[src/rtl/pfd_pkg.sv]
package pfd_pkg;
   typedef struct packed {
      logic up;
      logic dn;
   } pfd_req_t;

   localparam int PFD_MIN_SYNC = 2;
endpackage

[src/rtl/pfd_edge_sync.sv]
module pfd_edge_sync #(
   parameter int STAGES = 2
) (
   input  logic clk,
   input  logic rst_n,
   input  logic async_i,
   output logic rise_o
);
   localparam int LAST = STAGES - 1;

   logic [STAGES-1:0] stage_q;
   logic              last_q;

   if (STAGES < pfd_pkg::PFD_MIN_SYNC) begin : g_bad_stages
      $error("pfd_edge_sync: STAGES below minimum");
   end

   for (genvar g = 0; g < STAGES; g++) begin : g_stage
      if (g == 0) begin : g_first
         always_ff @(posedge clk or negedge rst_n) begin
            if (!rst_n) stage_q[g] <= 1'b0;
            else        stage_q[g] <= async_i;
         end
      end else begin : g_next
         always_ff @(posedge clk or negedge rst_n) begin
            if (!rst_n) stage_q[g] <= 1'b0;
            else        stage_q[g] <= stage_q[g-1];
         end
      end
   end

   always_ff @(posedge clk or negedge rst_n) begin
      if (!rst_n) last_q <= 1'b0;
      else        last_q <= stage_q[LAST];
   end

   assign rise_o = stage_q[LAST] & ~last_q;

   // an event lasts one cycle; a held level gives no repeat
   assert_single_event_R8: assert property (@(posedge clk) disable iff (!rst_n)
      rise_o |=> !rise_o);
endmodule

[src/rtl/pfd_rst_timer.sv]
module pfd_rst_timer #(
   parameter int DLY_W = 4
) (
   input  logic             clk,
   input  logic             rst_n,
   input  logic             both_i,
   input  logic [DLY_W-1:0] delay_i,
   output logic             clear_o
);
   logic [DLY_W-1:0] cnt_q;

   if (DLY_W < 1) begin : g_bad_width
      $error("pfd_rst_timer: DLY_W must be positive");
   end

   assign clear_o = both_i & (cnt_q >= delay_i);

   always_ff @(posedge clk or negedge rst_n) begin
      if (!rst_n)                  cnt_q <= '0;
      else if (!both_i || clear_o) cnt_q <= '0;
      else                         cnt_q <= cnt_q + 1'b1;
   end

   // the overlap count never runs past the programmed delay
   assert_overlap_bound_R3: assert property (@(posedge clk) disable iff (!rst_n)
      (both_i && $past(both_i) && $stable(delay_i)) |-> (cnt_q <= delay_i));
endmodule

[src/rtl/pfd_req_flop.sv]
module pfd_req_flop #(
   parameter bit HOLD_EDGES = 1'b1
) (
   input  logic clk,
   input  logic rst_n,
   input  logic event_i,
   input  logic busy_i,
   input  logic clear_i,
   output logic req_o
);
   logic req_q;
   logic held;

   if (HOLD_EDGES) begin : g_hold
      logic held_q;
      always_ff @(posedge clk or negedge rst_n) begin
         if (!rst_n)       held_q <= 1'b0;
         else if (clear_i) held_q <= 1'b0;
         else if (busy_i && event_i) held_q <= 1'b1;
      end
      assign held = held_q;

      // a held event re-raises the request right after the clear
      assert_held_event_R5: assert property (@(posedge clk) disable iff (!rst_n)
         (clear_i && held_q) |=> req_q);
   end else begin : g_drop
      assign held = 1'b0;
   end

   always_ff @(posedge clk or negedge rst_n) begin
      if (!rst_n)       req_q <= 1'b0;
      else if (clear_i) req_q <= held | event_i;
      else              req_q <= req_q | event_i;
   end

   assign req_o = req_q;

   // a request only drops through the mutual clear
   assert_fall_by_clear_R2: assert property (@(posedge clk) disable iff (!rst_n)
      $fell(req_q) |-> $past(clear_i));
endmodule

[src/rtl/pfd_tri_state.sv]
module pfd_tri_state #(
   parameter int SYNC_STAGES = 2,
   parameter int DLY_W       = 4,
   parameter bit HOLD_EDGES  = 1'b1
) (
   input  logic             clk,
   input  logic             rst_n,
   input  logic             ref_in,
   input  logic             fb_in,
   input  logic [DLY_W-1:0] reset_delay,
   output logic             up,
   output logic             dn
);
   import pfd_pkg::*;

   pfd_req_t ev;
   pfd_req_t req;
   logic     both;
   logic     clear;

   pfd_edge_sync #(.STAGES(SYNC_STAGES)) u_sync_ref (
      .clk(clk), .rst_n(rst_n), .async_i(ref_in), .rise_o(ev.up));
   pfd_edge_sync #(.STAGES(SYNC_STAGES)) u_sync_fb (
      .clk(clk), .rst_n(rst_n), .async_i(fb_in), .rise_o(ev.dn));

   assign both = req.up & req.dn;

   pfd_rst_timer #(.DLY_W(DLY_W)) u_timer (
      .clk(clk), .rst_n(rst_n), .both_i(both), .delay_i(reset_delay),
      .clear_o(clear));

   pfd_req_flop #(.HOLD_EDGES(HOLD_EDGES)) u_req_up (
      .clk(clk), .rst_n(rst_n), .event_i(ev.up), .busy_i(both),
      .clear_i(clear), .req_o(req.up));
   pfd_req_flop #(.HOLD_EDGES(HOLD_EDGES)) u_req_dn (
      .clk(clk), .rst_n(rst_n), .event_i(ev.dn), .busy_i(both),
      .clear_i(clear), .req_o(req.dn));

   assign up = req.up;
   assign dn = req.dn;

   // up may only fall while dn was raised, and the reverse
   assert_up_mutual_R2: assert property (@(posedge clk) disable iff (!rst_n)
      $fell(up) |-> $past(dn));
   assert_dn_mutual_R2: assert property (@(posedge clk) disable iff (!rst_n)
      $fell(dn) |-> $past(up));
   // a request rises only after an input event
   assert_rise_has_event_R1: assert property (@(posedge clk) disable iff (!rst_n)
      $rose(up) |-> $past(ev.up));
endmodule

[config.mk]
export PLATFORM = sky130hd
export DESIGN_NAME = pfd_tri_state
export DESIGN_NICKNAME = d
export VERILOG_FILES = /design/src/rtl/pfd_pkg.sv /design/src/rtl/pfd_edge_sync.sv /design/src/rtl/pfd_rst_timer.sv /design/src/rtl/pfd_req_flop.sv /design/src/rtl/pfd_tri_state.sv
export SDC_FILE = /design/constraint.sdc
export NUM_CORES = 1
export LEC_CHECK = 0
export BUFFER_PORTS_ARGS = -buffer_cell sky130_fd_sc_hd__clkbuf_2
export CORE_MARGIN = 4
export CORE_UTILIZATION = 46
export DETAILED_ROUTE_END_ITERATION = 16
export PLACE_DENSITY = 0.68
export SYNTH_ARGS = -nofsm -noshare
export SYNTH_HDL_FRONTEND = slang
export SYNTH_HIERARCHICAL = 1
export SYNTH_SLANG_ARGS = --single-unit
[constraint.sdc]
create_clock -name clk -period 1.7 [get_ports clk]
set_input_delay 0.255 -clock clk [delete_from_list [all_inputs] [get_ports clk]]
set_output_delay 0.255 -clock clk [all_outputs]
set_load 0.05 [all_outputs]
### Yosys cells after proc, flatten, opt, wreduce, memory -nomap -nowiden

Cells that the tools add are included.
W data, S select, Z words.

| word-level totals | value |
|---|---|
| register bits after elaboration | 14 |
| input port bits | 8 |

| operators by class | value |
|---|---|
| mux-type cells | 7 |
| bitwise gates (word level) | 10 |
| reductions and logical operators | 6 |
| add/sub/neg operators | 1 |
| order comparisons | 1 |

Operator list:

| kind | count |
|---|---|
| $mux W1 | 6 |
| $add A4 B1 Y4 const B | 1 |
| $and A1 B1 Y1 | 4 |
| $ge A4 B4 Y1 | 1 |
| $mux W4 | 1 |
| $or A1 B1 Y1 | 4 |
| $reduce_bool A2 Y1 | 2 |
| $logic_and A1 B1 Y1 | 2 |
| $not A1 Y1 | 2 |
| $logic_not A1 Y1 | 1 |
| $logic_or A1 B1 Y1 | 1 |

### Depth between registers and ports, before layout

| logic depth | value |
|---|---|
| depth in word-level cells | 5 |
| gate-level depth with buffers | 7 |
| depth with buffers taken out | 7 |

### Cells and area by module

Netlist, hierarchy kept.

By module, submodules not included:

| module | times used | area an instance (µm²) | seq. area each (µm²) | cells an instance |
|---|---|---|---|---|
| pfd_rst_timer | 1 | 270.3 | 100.1 | 27 |
| pfd_edge_sync | 2 | 88.8 | 75.1 | 4 |
| pfd_req_flop | 2 | 73.8 | 50.0 | 6 |
| pfd_tri_state | 1 | 6.3 | 0.0 | 1 |

### Worst setup path before layout

No wires, ideal clock.

| timing | value |
|---|---|
| path type | register to register |
| start | register u_timer.cnt_q[0] |
| end | register u_req_dn.req_q (netlist: u_req_dn/req_o) |
| cell stages (with the launch flop) | 7 |
| arrival time | 1450 ps |
| required time | 1576 ps |
| period minus slack after synthesis | 1573 ps |
| path buffers | 0 |
| setup slack | 127 ps |
| cell sequence | dfrtp_1 inv_1 ha_1 nor3b_2 o21ai_0 and2_1 a211o_1 |

| on the way | value |
|---|---|
| word-level cells in the longest chain between the ends | 3 |

Ends and longest elaborated chain:

| item | line | source |
|---|---|---|
| start: declaration | pfd_rst_timer.sv:10 | `logic [DLY_W-1:0] cnt_q;` |
| start signal: assignment | pfd_rst_timer.sv:21 | `else cnt_q <= cnt_q + 1'b1;` |
| $ge A4 B4 Y1 | pfd_rst_timer.sv:16 | `assign clear_o = both_i & (cnt_q >= delay_i);` |
| $and A1 B1 Y1 | pfd_rst_timer.sv:16 |  |
| via clear | pfd_tri_state.sv:19 | `logic clear;` |
| $mux W1 | pfd_req_flop.sv:32 | `else if (clear_i) req_q <= held \| event_i;` |
| end signal: assignment | pfd_req_flop.sv:32 |  |
| end signal: assignment | pfd_req_flop.sv:33 | `else req_q <= req_q \| event_i;` |
| end: declaration | pfd_req_flop.sv:11 | `logic req_q;` |

The timed path passes the listed nets, and every way through them passes these cells.
A chain may end at the register's enable or synchronous reset.

### Worst setup path after layout

| timing | value |
|---|---|
| start | register u_timer.cnt_q[1] |
| end | register u_req_dn.req_q (netlist: u_req_dn/req_o) |

Same word-level chain as after synthesis.

==> metrics.md <==
| Metric | Value |
|---|---|
| Delay-heaviest family, CP | compound AO/OA/AOI/OAI gates |
| Global route overflow | 0 |
| Worst hold slack | 85.94 ps |
| Worst Path Arrival | 1750 ps |
| Most used flip-flop cell after synthesis | dfrtp_1 |
| Yosys warns | 6 |
| Switching share of power | 0.3441 |
| Net switching power figure | 0.3848 mW |
| Worst setup path startpoint | u_timer/cnt_q[1] |
| Internal power | 0.7336 mW |
| Cell Chain, Critical Path | ha_1 -> o211ai_1 -> o21ai_1 -> and2_4 -> a211o_1 |
| CTS tree | built |
| Netlist Area Pre-Place | 601.8 µm² |
| Hold Path Class | in -> reg |
| Sequential Power Share | 0.419 |
| Startpoint types | flop |
| Diode count | 0 |
| Mean post-synth cell area | 12.54 µm² |
| Antenna violations before repair | 0 |
| Status | completed |
| Crit. End Element | flop |
| Critical path required time | 1860 ps |
| Slew margin rel. | 0.7723 |
| Yosys top cell area share | 0.5821 |
| Die area | 1951 µm² |
| IO Pins | 10 |
| CTS clk-pin slew, worst paths | 80 ps |
| Library cells used by synthesis | 17 |
| Final #Nets | 79 |
| Final setup fails | 0 |
| Critical Path End | u_req_dn/req_o |
| Port bufs | 9 |
| Via-to-Cell Ratio | 4.873 |
| H-tree levels | 1 |
| First-pass GRT wire length | 1545 µm |
| Vias in the first global route | 382 |
| Post-synthesis async set-or-reset flop share | 1.000 |
| Setup CP Type | reg -> reg |
| Min cycle time layout | 1586 ps |
| Core box area | 1171 µm² |
| Max Clock Freq | 630.5 MHz |
| Layout Utilization | 0.6282 |
| Post-Route WL | 868 µm |
| Cell area power density | 1520 nW/µm² |
| Synthesized Nets | 61 |
| Clk_skew | 1.823 ps |
| Initial DRC count | 1 |
| Pin count of the biggest net entering global routing | 15 |
| Die width | 44.17 µm |
| Routed wire per std cell | 10.99 µm |
| Leakage | 0.3734 nW |
| Final Cycle Share | 0.9329 |
| Pins Over Slew Limit | 0 |
| Reg2Reg Depth | 5 |
| Std cell rows | 12 |
| WP depth | 5 |
| Routability Congestion | 0.6726 |
| R2R Setup Slk | 110 ps |
| Final Worst Setup Slack | 114.0 ps |
| Initial Util | 0.5139 |
| Share of layout cells above drive strength 1 | 0.3385 |
| DR pass1 iterations | 4 |
| Maximum VDD drop | 0.0007770 V |
| Combinational Power Share | 0.375 |
| DR vias | 385 |
| DIE HEIGHT | 44.17 µm |
| Area leader, netlist | dfrtp_1 |
| FF+latch count, synth | 14 |
| Pre-CTS setup slack | 64.44 ps |
| Post-synthesis sequential area ratio | 0.5821 |
| Post-synth top cells | dfrtp_1 (14), ha_1 (5), inv_1 (5), nor2_1 (5), a21oi_1 (3) |
| CP peak stage delay | 400 ps |
| Clk Latency, worst-skew pair | 270 ps |
| Post-Synthesis Cells | 48 |
| Area delta synth->final | 22.25% |
| Fin Setup TNS | 0 ps |
| Total Routing Usage GR | 0.1112 |
| Dpl cells | 73 |
| Max cap viols | 0 |
| Buf/Inv on CP | 0 |
| Root Buffer | clkbuf_4 |
| Count leader, synth | dfrtp_1 |
| Worst r2r src | u_timer/cnt_q[1] |
| Clock network power share | 0.206 |
| Critical path peak fanout | 6 |
| Top area cells in the synthesized netlist | dfrtp_1 (58%), ha_1 (10%), nor2b_4 (4.6%), inv_1 (3.1%), nor2_1 (3.1%) |
| Post-synth EDFFs | 0 |
| Worst path slowest cell | dfrtp_1 |
| Hpwl dp | 650.4 µm |
| Actual slew at the worst max-slew pin | 341.6 ps |
| Layout Cells excl Fill | 79 |
| Total CTS buffers | 3 |
| Post-route ant nets | 0 |
| Fillers | 97 |
| Final hold vios | 0 |
| Clock Tree Buf Depth | 2 |
| DRC violations left | 0 |
| Capturing point of the worst reg2reg path | u_req_dn/req_o |
| CTS sink count | 14 |
## cell families after synthesis
| group | count (synthesis) | share of synthesized area |
|---|---|---|
| compound gates | 8 | 0.09563 |
| simple gates | 14 | 0.1580 |
| buf+inv | 5 | 0.03119 |
| flops | 14 | 0.5821 |
| xor+xnor | 2 | 0.02911 |
| fa+ha+maj | 5 | 0.1040 |
## how the worst min path moves through the flow
stage / slack, ps / startpoint / end / cells past startpoint
2_1_floorplan: -40 / rst_n / u_req_dn/g_hold.held_q / 0
3_3_place_gp: 170 / rst_n / u_sync_fb/stage_q[0] / 1
3_5_place_dp: 170 / rst_n / u_timer/cnt_q[0] / 1
4_1_cts: 70 / ref_in / u_sync_ref/stage_q[0] / 1
5_1_grt: 60 / ref_in / u_sync_ref/stage_q[0] / 1
6_report: 90 / ref_in / u_sync_ref/stage_q[0] / 1
## metrics by stage
stage | area [µm²] | total power [mW]
2_1_floorplan | 601.8 | 0.7598
3_3_place_gp | 679.4 | 0.8610
3_5_place_dp | 679.4 | 0.8729
4_1_cts | 725.7 | 1.110
5_1_grt | 735.7 | 1.228
6_report | 735.7 | 1.118
## power by group through the flow
| stage | sequential, mW | clock [mW] | combinational (mW) |
|---|---|---|---|
| after floorplan | 0.522 | 0 | 0.238 |
| after global placement | 0.476 | 0 | 0.385 |
| after detailed placement | 0.476 | 0 | 0.397 |
| after CTS | 0.469 | 0.239 | 0.401 |
| after global routing | 0.483 | 0.262 | 0.483 |
| final | 0.469 | 0.230 | 0.419 |
## registers in the layout (all words and copies together) (netlist names)
name and cells:
u_sync_fb/last_q 1, u_sync_ref/last_q 1, u_timer/cnt_q 4, u_req_dn/req_o 1, u_req_dn/g_hold.held_q 1, u_sync_ref/stage_q 2, u_sync_fb/stage_q 2, u_req_up/g_hold.held_q 1
u_req_up/req_o 1
## timing repair
item,4_1_cts,5_1_grt
setup buffers,0,1
endpoints found under the setup margin,0,2
gates resized for setup,0,3
hold buffers,1,0
endpoints found under the hold margin,14,0
## worst reg2reg max path, delay by kind of cell (launching register included)
family | cells | cell delay, ps
flops | 1 | 400
compound gates | 3 | 610
fa+ha+maj | 1 | 280
simple gates | 1 | 180
## final cells by class
type                       count  area [µm²]  area share
tap                           14       17.52     0.02381
sequential                    14       350.3      0.4762
multi-input combinational     29       235.2      0.3197
timing repair buffer          13       77.57      0.1054
clock buffer                   4       36.28     0.04932
inverter                       5       18.77     0.02551
## cell usage in the layout (no fill, tap or decap)
master	Yosys	layout
buf_4	0	3
clkbuf_4	0	3
a211o_1	2	2
o211ai_2	1	1
o211ai_1	1	1
clkbuf_2	0	9
nor2b_1	2	2
nand3_1	1	1
dfrtp_1	14	14
and2_1	2	1
ha_1	5	5
nor2_2	1	1
clkbuf_8	0	1
o21ai_1	0	1
and2_4	0	1
inv_1	5	5
xor2_1	1	1
dlygate4sd3_1	0	1
nor2b_4	2	2
xnor2_1	1	1
nor3b_2	1	1
nor2_1	5	5
a21oi_1	3	3
## routing by layer
layer	vias up	share of wire	global-route usage
li1	193	-	-
met2	13	0.47	0.1541
met3	2	0.083	0.04878
met4	0	0.0092	0.05422
met1	177	0.44	0.1473
met5	-	0	0
(Power assumes the default switching activity.)
